--- src/rtl/tsw_host_pkg.sv ---
package tsw_host_pkg;

    localparam int ADDR_W  = 15;
    localparam int DATA_W  = 16;
    localparam int NUM_OFS = 8;

    typedef enum logic [1:0] {
        AREA_NONE = 2'b00,
        AREA_REG  = 2'b01,
        AREA_CM   = 2'b10,
        AREA_DM   = 2'b11
    } area_e;

    localparam logic [3:0] RC_CTRL      = 4'd0;
    localparam logic [3:0] RC_FALIGN    = 4'd1;
    localparam logic [3:0] RC_OFS_FIRST = 4'd2;
    localparam logic [3:0] RC_OFS_LAST  = 4'd9;

    localparam int CTRL_OSB = 0;
    localparam int CTRL_OEI = 1;
    localparam int CTRL_AOE = 2;

    localparam logic [1:0] CM_MODE_HIZ = 2'b11;

    typedef struct packed {
        logic       rd;
        logic       wr;
        logic       is_ctrl;
        logic       is_falign;
        logic       is_ofs;
        logic [2:0] ofs_idx;
        logic       is_cm;
        logic       is_dm;
        logic [4:0] strm;
        logic [7:0] chan;
    } hreq_t;

    typedef struct packed {
        logic [DATA_W-1:0]              ctrl;
        logic [NUM_OFS-1:0][DATA_W-1:0] ofs;
        logic                           rvalid;
        logic                           rsrc_dm;
        logic [DATA_W-1:0]              rdata;
    } regs_st_t;

endpackage

--- src/rtl/tsw_addr_decode.sv ---
module tsw_addr_decode
    import tsw_host_pkg::*;
#(
    parameter int NUM_STREAMS  = 4,
    parameter int NUM_CHANNELS = 32
) (
    input  logic              sel,
    input  logic              we,
    input  logic [ADDR_W-1:0] addr,
    output hreq_t             req
);

    logic [3:0] code;
    assign code = addr[12:9];

    always_comb begin
        req      = '0;
        req.rd   = sel && !we;
        req.wr   = sel && we;
        req.strm = addr[12:8];
        req.chan = addr[7:0];
        case (area_e'(addr[14:13]))
            AREA_DM: req.is_dm = 1'b1;
            AREA_CM: req.is_cm = (int'(addr[12:8]) < NUM_STREAMS) &&
                                 (int'(addr[7:0]) < NUM_CHANNELS);
            AREA_REG: begin
                if (code == RC_CTRL) begin
                    req.is_ctrl = 1'b1;
                end else if (code == RC_FALIGN) begin
                    req.is_falign = 1'b1;
                end else if (code >= RC_OFS_FIRST && code <= RC_OFS_LAST) begin
                    req.is_ofs  = 1'b1;
                    req.ofs_idx = 3'(code - RC_OFS_FIRST);
                end
            end
            default: ;
        endcase
    end

endmodule

--- src/rtl/tsw_connmem.sv ---
module tsw_connmem
    import tsw_host_pkg::*;
#(
    parameter int NUM_STREAMS  = 4,
    parameter int NUM_CHANNELS = 32,
    localparam int DEPTH    = NUM_STREAMS * NUM_CHANNELS,
    localparam int IDX_W    = $clog2(DEPTH),
    localparam int CH_IDX_W = $clog2(NUM_CHANNELS)
) (
    input  logic                   clk,
    input  logic                   wr_en,
    input  logic                   rd_ok,
    input  logic [4:0]             strm,
    input  logic [7:0]             chan,
    input  logic [DATA_W-1:0]      wdata,
    output logic [DATA_W-1:0]      rdata,
    input  logic [CH_IDX_W-1:0]    slot_chan,
    output logic [NUM_STREAMS-1:0] slot_hiz
);

    logic [DATA_W-1:0] mem_q [DEPTH];
    logic [IDX_W-1:0]  h_idx;

    assign h_idx = IDX_W'(int'(strm) * NUM_CHANNELS + int'(chan));
    assign rdata = rd_ok ? mem_q[h_idx] : '0;

    // Storage is deliberately left out of reset.
    always_ff @(posedge clk) begin
        if (wr_en) begin
            mem_q[h_idx] <= wdata;
        end
    end

    for (genvar s = 0; s < NUM_STREAMS; s++) begin : g_slot
        logic [DATA_W-1:0] word;
        assign word        = mem_q[IDX_W'(s * NUM_CHANNELS + int'(slot_chan))];
        assign slot_hiz[s] = (word[DATA_W-1 -: 2] == CM_MODE_HIZ);
    end

endmodule

--- src/rtl/tsw_host_regs.sv ---
module tsw_host_regs
    import tsw_host_pkg::*;
(
    input  logic                           clk,
    input  logic                           rst_n,
    input  hreq_t                          req,
    input  logic [DATA_W-1:0]              wdata,
    input  logic [DATA_W-1:0]              falign_in,
    input  logic [DATA_W-1:0]              cm_rdata,
    output logic [DATA_W-1:0]              ctrl_q,
    output logic [NUM_OFS-1:0][DATA_W-1:0] ofs_q,
    output logic                           rvalid_q,
    output logic                           rsrc_dm_q,
    output logic [DATA_W-1:0]              rdata_q
);

    regs_st_t st_d, st_q;

    always_comb begin
        st_d         = st_q;
        st_d.rvalid  = req.rd;
        st_d.rsrc_dm = req.rd && req.is_dm;
        st_d.rdata   = '0;
        if (req.rd) begin
            if (req.is_ctrl)        st_d.rdata = st_q.ctrl;
            else if (req.is_falign) st_d.rdata = falign_in;
            else if (req.is_ofs)    st_d.rdata = st_q.ofs[req.ofs_idx];
            else if (req.is_cm)     st_d.rdata = cm_rdata;
        end
        if (req.wr) begin
            if (req.is_ctrl)     st_d.ctrl              = wdata;
            else if (req.is_ofs) st_d.ofs[req.ofs_idx] = wdata;
        end
    end

    always_ff @(posedge clk or negedge rst_n) begin
        if (!rst_n) st_q <= '0;
        else        st_q <= st_d;
    end

    assign ctrl_q    = st_q.ctrl;
    assign ofs_q     = st_q.ofs;
    assign rvalid_q  = st_q.rvalid;
    assign rsrc_dm_q = st_q.rsrc_dm;
    assign rdata_q   = st_q.rdata;

    logic mapped;
    assign mapped = req.is_ctrl | req.is_falign | req.is_ofs | req.is_cm | req.is_dm;

    AST_RD_VALID: assert property (@(posedge clk) disable iff (!rst_n)
        req.rd |=> rvalid_q);

    AST_CTRL_HOLD: assert property (@(posedge clk) disable iff (!rst_n)
        !(req.wr && req.is_ctrl) |=> $stable(ctrl_q));

    AST_UNMAPPED_ZERO: assert property (@(posedge clk) disable iff (!rst_n)
        (req.rd && !mapped) |=> (rdata_q == '0 && !rsrc_dm_q));

endmodule

--- src/rtl/tsw_oe_ctrl.sv ---
module tsw_oe_ctrl #(
    parameter int NUM_STREAMS = 4
) (
    input  logic                   clk,
    input  logic                   rst_n,
    input  logic                   ode,
    input  logic                   osb,
    input  logic                   oei,
    input  logic                   aoe,
    input  logic [NUM_STREAMS-1:0] slot_hiz,
    output logic [NUM_STREAMS-1:0] tx_oe,
    output logic [NUM_STREAMS-1:0] tx_ind,
    output logic [NUM_STREAMS-1:0] tx_is_ind
);

    typedef struct packed {
        logic [NUM_STREAMS-1:0] oe;
        logic [NUM_STREAMS-1:0] ind;
        logic [NUM_STREAMS-1:0] is_ind;
    } oe_st_t;

    oe_st_t st_d, st_q;
    logic   glob;
    logic [NUM_STREAMS-1:0] drv, oe_n, ind_n, is_n;

    assign glob = ode | osb;

    for (genvar s = 0; s < NUM_STREAMS; s++) begin : g_line
        assign drv[s] = glob & ~slot_hiz[s];
        if (s % 2 == 1) begin : g_odd
            assign oe_n[s]  = (aoe | oei) ? glob : drv[s];
            assign is_n[s]  = aoe | oei;
            assign ind_n[s] = aoe ? drv[s] : (oei ? drv[s-1] : 1'b0);
        end else begin : g_even
            assign oe_n[s]  = aoe ? glob : drv[s];
            assign is_n[s]  = aoe;
            assign ind_n[s] = aoe ? drv[s] : 1'b0;
        end

        AST_HIZ_WINS: assert property (@(posedge clk) disable iff (!rst_n)
            (slot_hiz[s] && !oei && !aoe) |=> !tx_oe[s]);

        if (s % 2 == 1) begin : g_pair_chk
            AST_OEI_PAIR: assert property (@(posedge clk) disable iff (!rst_n)
                (oei && !aoe) |=> (tx_is_ind[s] && !tx_is_ind[s-1]));
        end
    end

    always_comb begin
        st_d        = st_q;
        st_d.oe     = oe_n;
        st_d.ind    = ind_n;
        st_d.is_ind = is_n;
    end

    always_ff @(posedge clk or negedge rst_n) begin
        if (!rst_n) st_q <= '0;
        else        st_q <= st_d;
    end

    assign tx_oe     = st_q.oe;
    assign tx_ind    = st_q.ind;
    assign tx_is_ind = st_q.is_ind;

    AST_OFF_WHEN_IDLE: assert property (@(posedge clk) disable iff (!rst_n)
        !glob |=> (tx_oe == '0));

    AST_AOE_WINS: assert property (@(posedge clk) disable iff (!rst_n)
        (aoe && glob) |=> ((&tx_oe) && (&tx_is_ind)));

endmodule

--- src/rtl/tsw_host_oe.sv ---
module tsw_host_oe
    import tsw_host_pkg::*;
#(
    parameter int NUM_STREAMS  = 4,
    parameter int NUM_CHANNELS = 32,
    localparam int CH_IDX_W = $clog2(NUM_CHANNELS)
) (
    input  logic                       clk,
    input  logic                       rst_n,
    input  logic                       h_sel,
    input  logic                       h_we,
    input  logic [ADDR_W-1:0]          h_addr,
    input  logic [DATA_W-1:0]          h_wdata,
    output logic [DATA_W-1:0]          h_rdata,
    output logic                       h_rvalid,
    output logic                       dm_re,
    output logic [12:0]                dm_addr,
    input  logic [DATA_W-1:0]          dm_rdata,
    input  logic [DATA_W-1:0]          falign_in,
    output logic [DATA_W-1:0]          ctrl_out,
    output logic [NUM_OFS*DATA_W-1:0]  ofs_out,
    input  logic                       ode,
    input  logic [CH_IDX_W-1:0]        tx_slot,
    output logic [NUM_STREAMS-1:0]     tx_oe,
    output logic [NUM_STREAMS-1:0]     tx_ind,
    output logic [NUM_STREAMS-1:0]     tx_is_ind
);

    hreq_t                          req;
    logic [DATA_W-1:0]              cm_rdata;
    logic [NUM_STREAMS-1:0]         slot_hiz;
    logic [NUM_OFS-1:0][DATA_W-1:0] ofs_q;
    logic                           rsrc_dm_q;
    logic [DATA_W-1:0]              rdata_q;

    tsw_addr_decode #(
        .NUM_STREAMS(NUM_STREAMS), .NUM_CHANNELS(NUM_CHANNELS)
    ) u_dec (
        .sel(h_sel), .we(h_we), .addr(h_addr), .req(req)
    );

    tsw_connmem #(
        .NUM_STREAMS(NUM_STREAMS), .NUM_CHANNELS(NUM_CHANNELS)
    ) u_cm (
        .clk(clk), .wr_en(req.wr && req.is_cm), .rd_ok(req.is_cm),
        .strm(req.strm), .chan(req.chan), .wdata(h_wdata), .rdata(cm_rdata),
        .slot_chan(tx_slot), .slot_hiz(slot_hiz)
    );

    tsw_host_regs u_regs (
        .clk(clk), .rst_n(rst_n), .req(req), .wdata(h_wdata),
        .falign_in(falign_in), .cm_rdata(cm_rdata), .ctrl_q(ctrl_out),
        .ofs_q(ofs_q), .rvalid_q(h_rvalid), .rsrc_dm_q(rsrc_dm_q),
        .rdata_q(rdata_q)
    );

    tsw_oe_ctrl #(.NUM_STREAMS(NUM_STREAMS)) u_oe (
        .clk(clk), .rst_n(rst_n), .ode(ode),
        .osb(ctrl_out[CTRL_OSB]), .oei(ctrl_out[CTRL_OEI]), .aoe(ctrl_out[CTRL_AOE]),
        .slot_hiz(slot_hiz), .tx_oe(tx_oe), .tx_ind(tx_ind), .tx_is_ind(tx_is_ind)
    );

    assign ofs_out = ofs_q;
    assign dm_re   = req.rd && req.is_dm;
    assign dm_addr = h_addr[12:0];
    assign h_rdata = rsrc_dm_q ? dm_rdata : rdata_q;

endmodule

--- config.mk ---
export PLATFORM = sky130hd
export DESIGN_NAME = tsw_host_oe
export DESIGN_NICKNAME = d
export VERILOG_FILES = /design/src/rtl/tsw_host_pkg.sv /design/src/rtl/tsw_addr_decode.sv /design/src/rtl/tsw_connmem.sv /design/src/rtl/tsw_host_regs.sv /design/src/rtl/tsw_oe_ctrl.sv /design/src/rtl/tsw_host_oe.sv
export SDC_FILE = /design/constraint.sdc
export NUM_CORES = 2
export LEC_CHECK = 0
export BUFFER_PORTS_ARGS = -buffer_cell sky130_fd_sc_hd__buf_2
export CELL_PAD_IN_SITES_DETAIL_PLACEMENT = 2
export CELL_PAD_IN_SITES_GLOBAL_PLACEMENT = 2
export CORE_MARGIN = 2
export CORE_UTILIZATION = 45
export CTS_BUF_LIST = sky130_fd_sc_hd__clkbuf_4 sky130_fd_sc_hd__clkbuf_8
export DETAILED_ROUTE_END_ITERATION = 6
export PLACE_DENSITY_LB_ADDON = 0.1
export SETUP_SLACK_MARGIN = 0.5
export SYNTH_ARGS = -nofsm -noshare
export SYNTH_HDL_FRONTEND = slang
export SYNTH_SLANG_ARGS = --single-unit
--- constraint.sdc ---
create_clock -name clk -period 1.7 [get_ports clk]
set_input_delay 0.255 -clock clk [delete_from_list [all_inputs] [get_ports clk]]
set_output_delay 0.255 -clock clk [all_outputs]
set_load 0.02 [all_outputs]
==> impl_metrics.toml <==
[route]
wl_um = 450000
detail_route.wl_per_cell_um = 50.5
viasPerCell = 7.05
drc_errors = 6
num_vias = 62841
drtPass1Iterations = 7
drt_iter0_markers = 10103
ant_nets = 0

[floorplan]
placementRows = 162
die_h_um = 446
dieArea_sq_um = 199000
io_pins = 260
dieWidth_um = 446
start_util_pct = 45.2
design.core.area_sq_um = 195000

[worst_setup_path]
crit_type = "reg2reg"
r2r_cells = 6
r2r_start = "u_cm.mem_q[73][6]$_DFFE_PP_"
r2r_end = "u_regs.rdata_q[6]$_DFF_PN0_"
critPathLaunchType = "flop"
critPathRequiredTime_ns = 2.65
crit_arrival_ns = 3.85
crit_path_end_kind = "flop"
path_max_fanout = 2
rrSetupSlack_ns = -1.19

[clock_tree]
cts_tree = "done"
clk_pin_slew_ns = 0.08
clockBufferDepth = 4
clock_sinks = 2220
cts_max_level = 5
clock_latency_ns = 1.19
numCtsBuffers = 389
clock-root-buffer = "clkbuf_8"

[sta]
finalSetupViolations = 2131
rsz0062_at_grt = "yes"
clock.fmax_ghz = 0.346
hold_viol = 0
drv_slew = 0
relSlewSlack_pct = 25.6
finalCriticalPeriod_ns = 2.89
worst_pin_slew_ns = 1.11
min_period_over_period_pct = 170
fin_skew_ns = 0.144
layout_setup_ws_ns = -1.19

[outcome]
status = "finished with violations"
violations = "DRC, setup timing"

[job]
cap_violations = 0

[place]
place_ws_ns = -1.97
port_buffers = 259
gp_congestion = 0.872
dp.final_hpwl_um = 218000

[global_routing]
grt_max_degree = 78
groute.usage.overall_pct = 38.7
grt_pass1_vias = 62362
antenna_found_initial = 25
overflow = 0
grt_pass1_wl_um = 534000

[power]
power_mw = 126
vdd_drop_max_v = 0.000900
powerDensity_nw_per_um2 = 1100
leakagePower_nw = 40.6

[yosys]
yosysSeqAreaShare_pct = 74.8
synth_edf_count = 2048
synth-warning-count = 0
synth.avg_cell_area_sq_um = 19.2
syn_nets = 4661
ys_ff_latch = 2220
synth_cells = 4587
netlist.area_leader.share_pct = 69.9
synthesis.area_sq_um = 88000
yosysTopAreaCell = "edfxtp_1"
synth_commonest_cells = "edfxtp_1 (2048), mux2i_1 (399), mux4_2 (354)"
synth_ff_type = "edfxtp_1"
async_flop_share_pct = 7.75
synth.area.top_cells = "edfxtp_1 (70%), mux4_2 (9.1%), dfrtp_1 (4.9%)"
ys_types = 64
yosysMostFrequentCell = "edfxtp_1"

[worst_hold_path]
min_from = "h_addr[4]"
holdPathStages = 6
hold_path.class = "in2reg"
min_to = "u_cm.mem_q[62][13]$_DFFE_PP_"

[cells_and_area]
area_delta_synth_final_pct = 30.3
fin_nets = 6138
drive_gt1_share_pct = 45.0
worst max-delay path: stages (launching register included):
cell and delay [ns]:
edfxtp_1 0.45, mux4_2 0.53, a32o_2 0.37, a221oi_4 0.27, nand3_4 0.22, nand4_1 0.72, o22ai_2 0.15
metal layers:
metal / global-route usage [%] / wire [um] / vias to the layer above
met3: 8.71 / 48200 / 2089
met4: 22.1 / 41600 / 18
li1: - / - / 21940
met5: 0 / 145 / -
met2: 63.5 / 210000 / 5930
met1: 47.4 / 150000 / 32864
cell usage in the layout, fill, tap and decap left out, types with 20 or more instances in the layout:
cell and n:
nand2_1 95, o21ai_1 23, a221oi_1 36, buf_2 67, mux4_2 354, clkbuf_8 408, nor2_1 29, nand3_1 81
o21ai_2 26, diode_2 23, mux2_2 180, nor2_4 103, o22ai_1 125, dlygate4sd3_1 41, edfxtp_1 2048, a22o_1 27
nand4_1 46, a22oi_1 63, o211ai_1 21, dfrtp_1 160, clkbuf_4 119, clkinv_1 89, nand2_2 20, clkinv_2 48
mux2i_1 389, nor2_2 30, o21ai_0 68, buf_12 298, buf_4 707, buf_6 260
sequential cells by signal, indices dropped and copies added (netlist names):
register / count
u_cm.mem_q: 2048
u_oe.tx_ind: 4
u_oe.tx_is_ind: 2
u_oe.tx_oe: 4
u_regs.ctrl_q: 16
u_regs.ofs_q: 128
u_regs.rdata_q: 16
u_regs.rsrc_dm_q: 1
u_regs.rvalid_q: 1
how the worst max path moves through the flow:
stage | start | depth (start not counted) | slack [ns] | endpoint
after global placement | h_addr[2] | 10 | -2.00 | u_regs.rdata_q[10]$_DFF_PN0_
after global routing | u_cm.mem_q[73][6]$_DFFE_PP_ | 6 | -1.06 | u_regs.rdata_q[6]$_DFF_PN0_
after detailed placement | h_addr[2] | 10 | -1.97 | u_regs.rdata_q[10]$_DFF_PN0_
final | u_cm.mem_q[73][6]$_DFFE_PP_ | 6 | -1.19 | u_regs.rdata_q[6]$_DFF_PN0_
after CTS | u_regs.rsrc_dm_q$_DFF_PN0_ | 3 | -0.75 | h_rdata[7]
after floorplan | h_addr[6] | 6 | -1.08 | u_cm.mem_q[12][0]$_DFFE_PP_
where the power goes:
part / switching (mW) / total (mW) / internal (mW) / leakage [nW]
Clock: 28.6 / 54.5 / 25.9 / 3.92
Sequential: 0.391 / 60.3 / 59.9 / 20.7
Combinational: 7.29 / 11.7 / 4.41 / 16.0
cells by family (layout without fill, tap and decap cells):
kind of cell               Yosys count  in the layout  synth area share (%)
buffers and inverters              307           2073                  1.72
muxes                              947            947                  16.1
adders and majority gates            1              1                0.0142
DFF                               2220           2220                  74.8
other                                0             23                     0
AOI/OAI and AO/OA                  547            547                  4.21
and+or+nand+nor                    564            564                  3.15
xor gates and xnor gates             1              1                0.0270
cell type report:
type                       instances  area (sq um)
fill                           15771         79900
multi-input combinational       2060         23000
clock buffer                     527          6510
inverter                           9          33.8
tap                             2542          3180
timing repair buffer            1384         15200
clock inverter                   153           857
sequential                      2220         65800
antenna                           23          57.6
through the flow:
step	setup TNS, ns	hold slack, ns	util (%)	instances	cell area [sq um]
2_1_floorplan	-1809.13	-0.0406	-	4587	89000
3_3_place_gp	-2133.47	0.216	52.5	7967	102000
3_5_place_dp	-2454.98	0.216	52.5	7967	102000
4_1_cts	-61.88	-0.159	58.2	8825	113000
5_1_grt	-187.80	0.0574	58.9	8909	115000
6_report	-247.14	0.0692	58.9	8918	115000
what timing repair did:
action                     4_1_cts  5_1_grt
buffers inserted               134       62
gates cloned                     3        8
setup endpoints to repair     2380     2396
resized for setup              643      160
hold buffers                    41        0
hold endpoints to repair      2390        0
pin swaps                       94       42
No activity file was read; power rests on OpenSTA's default activity.
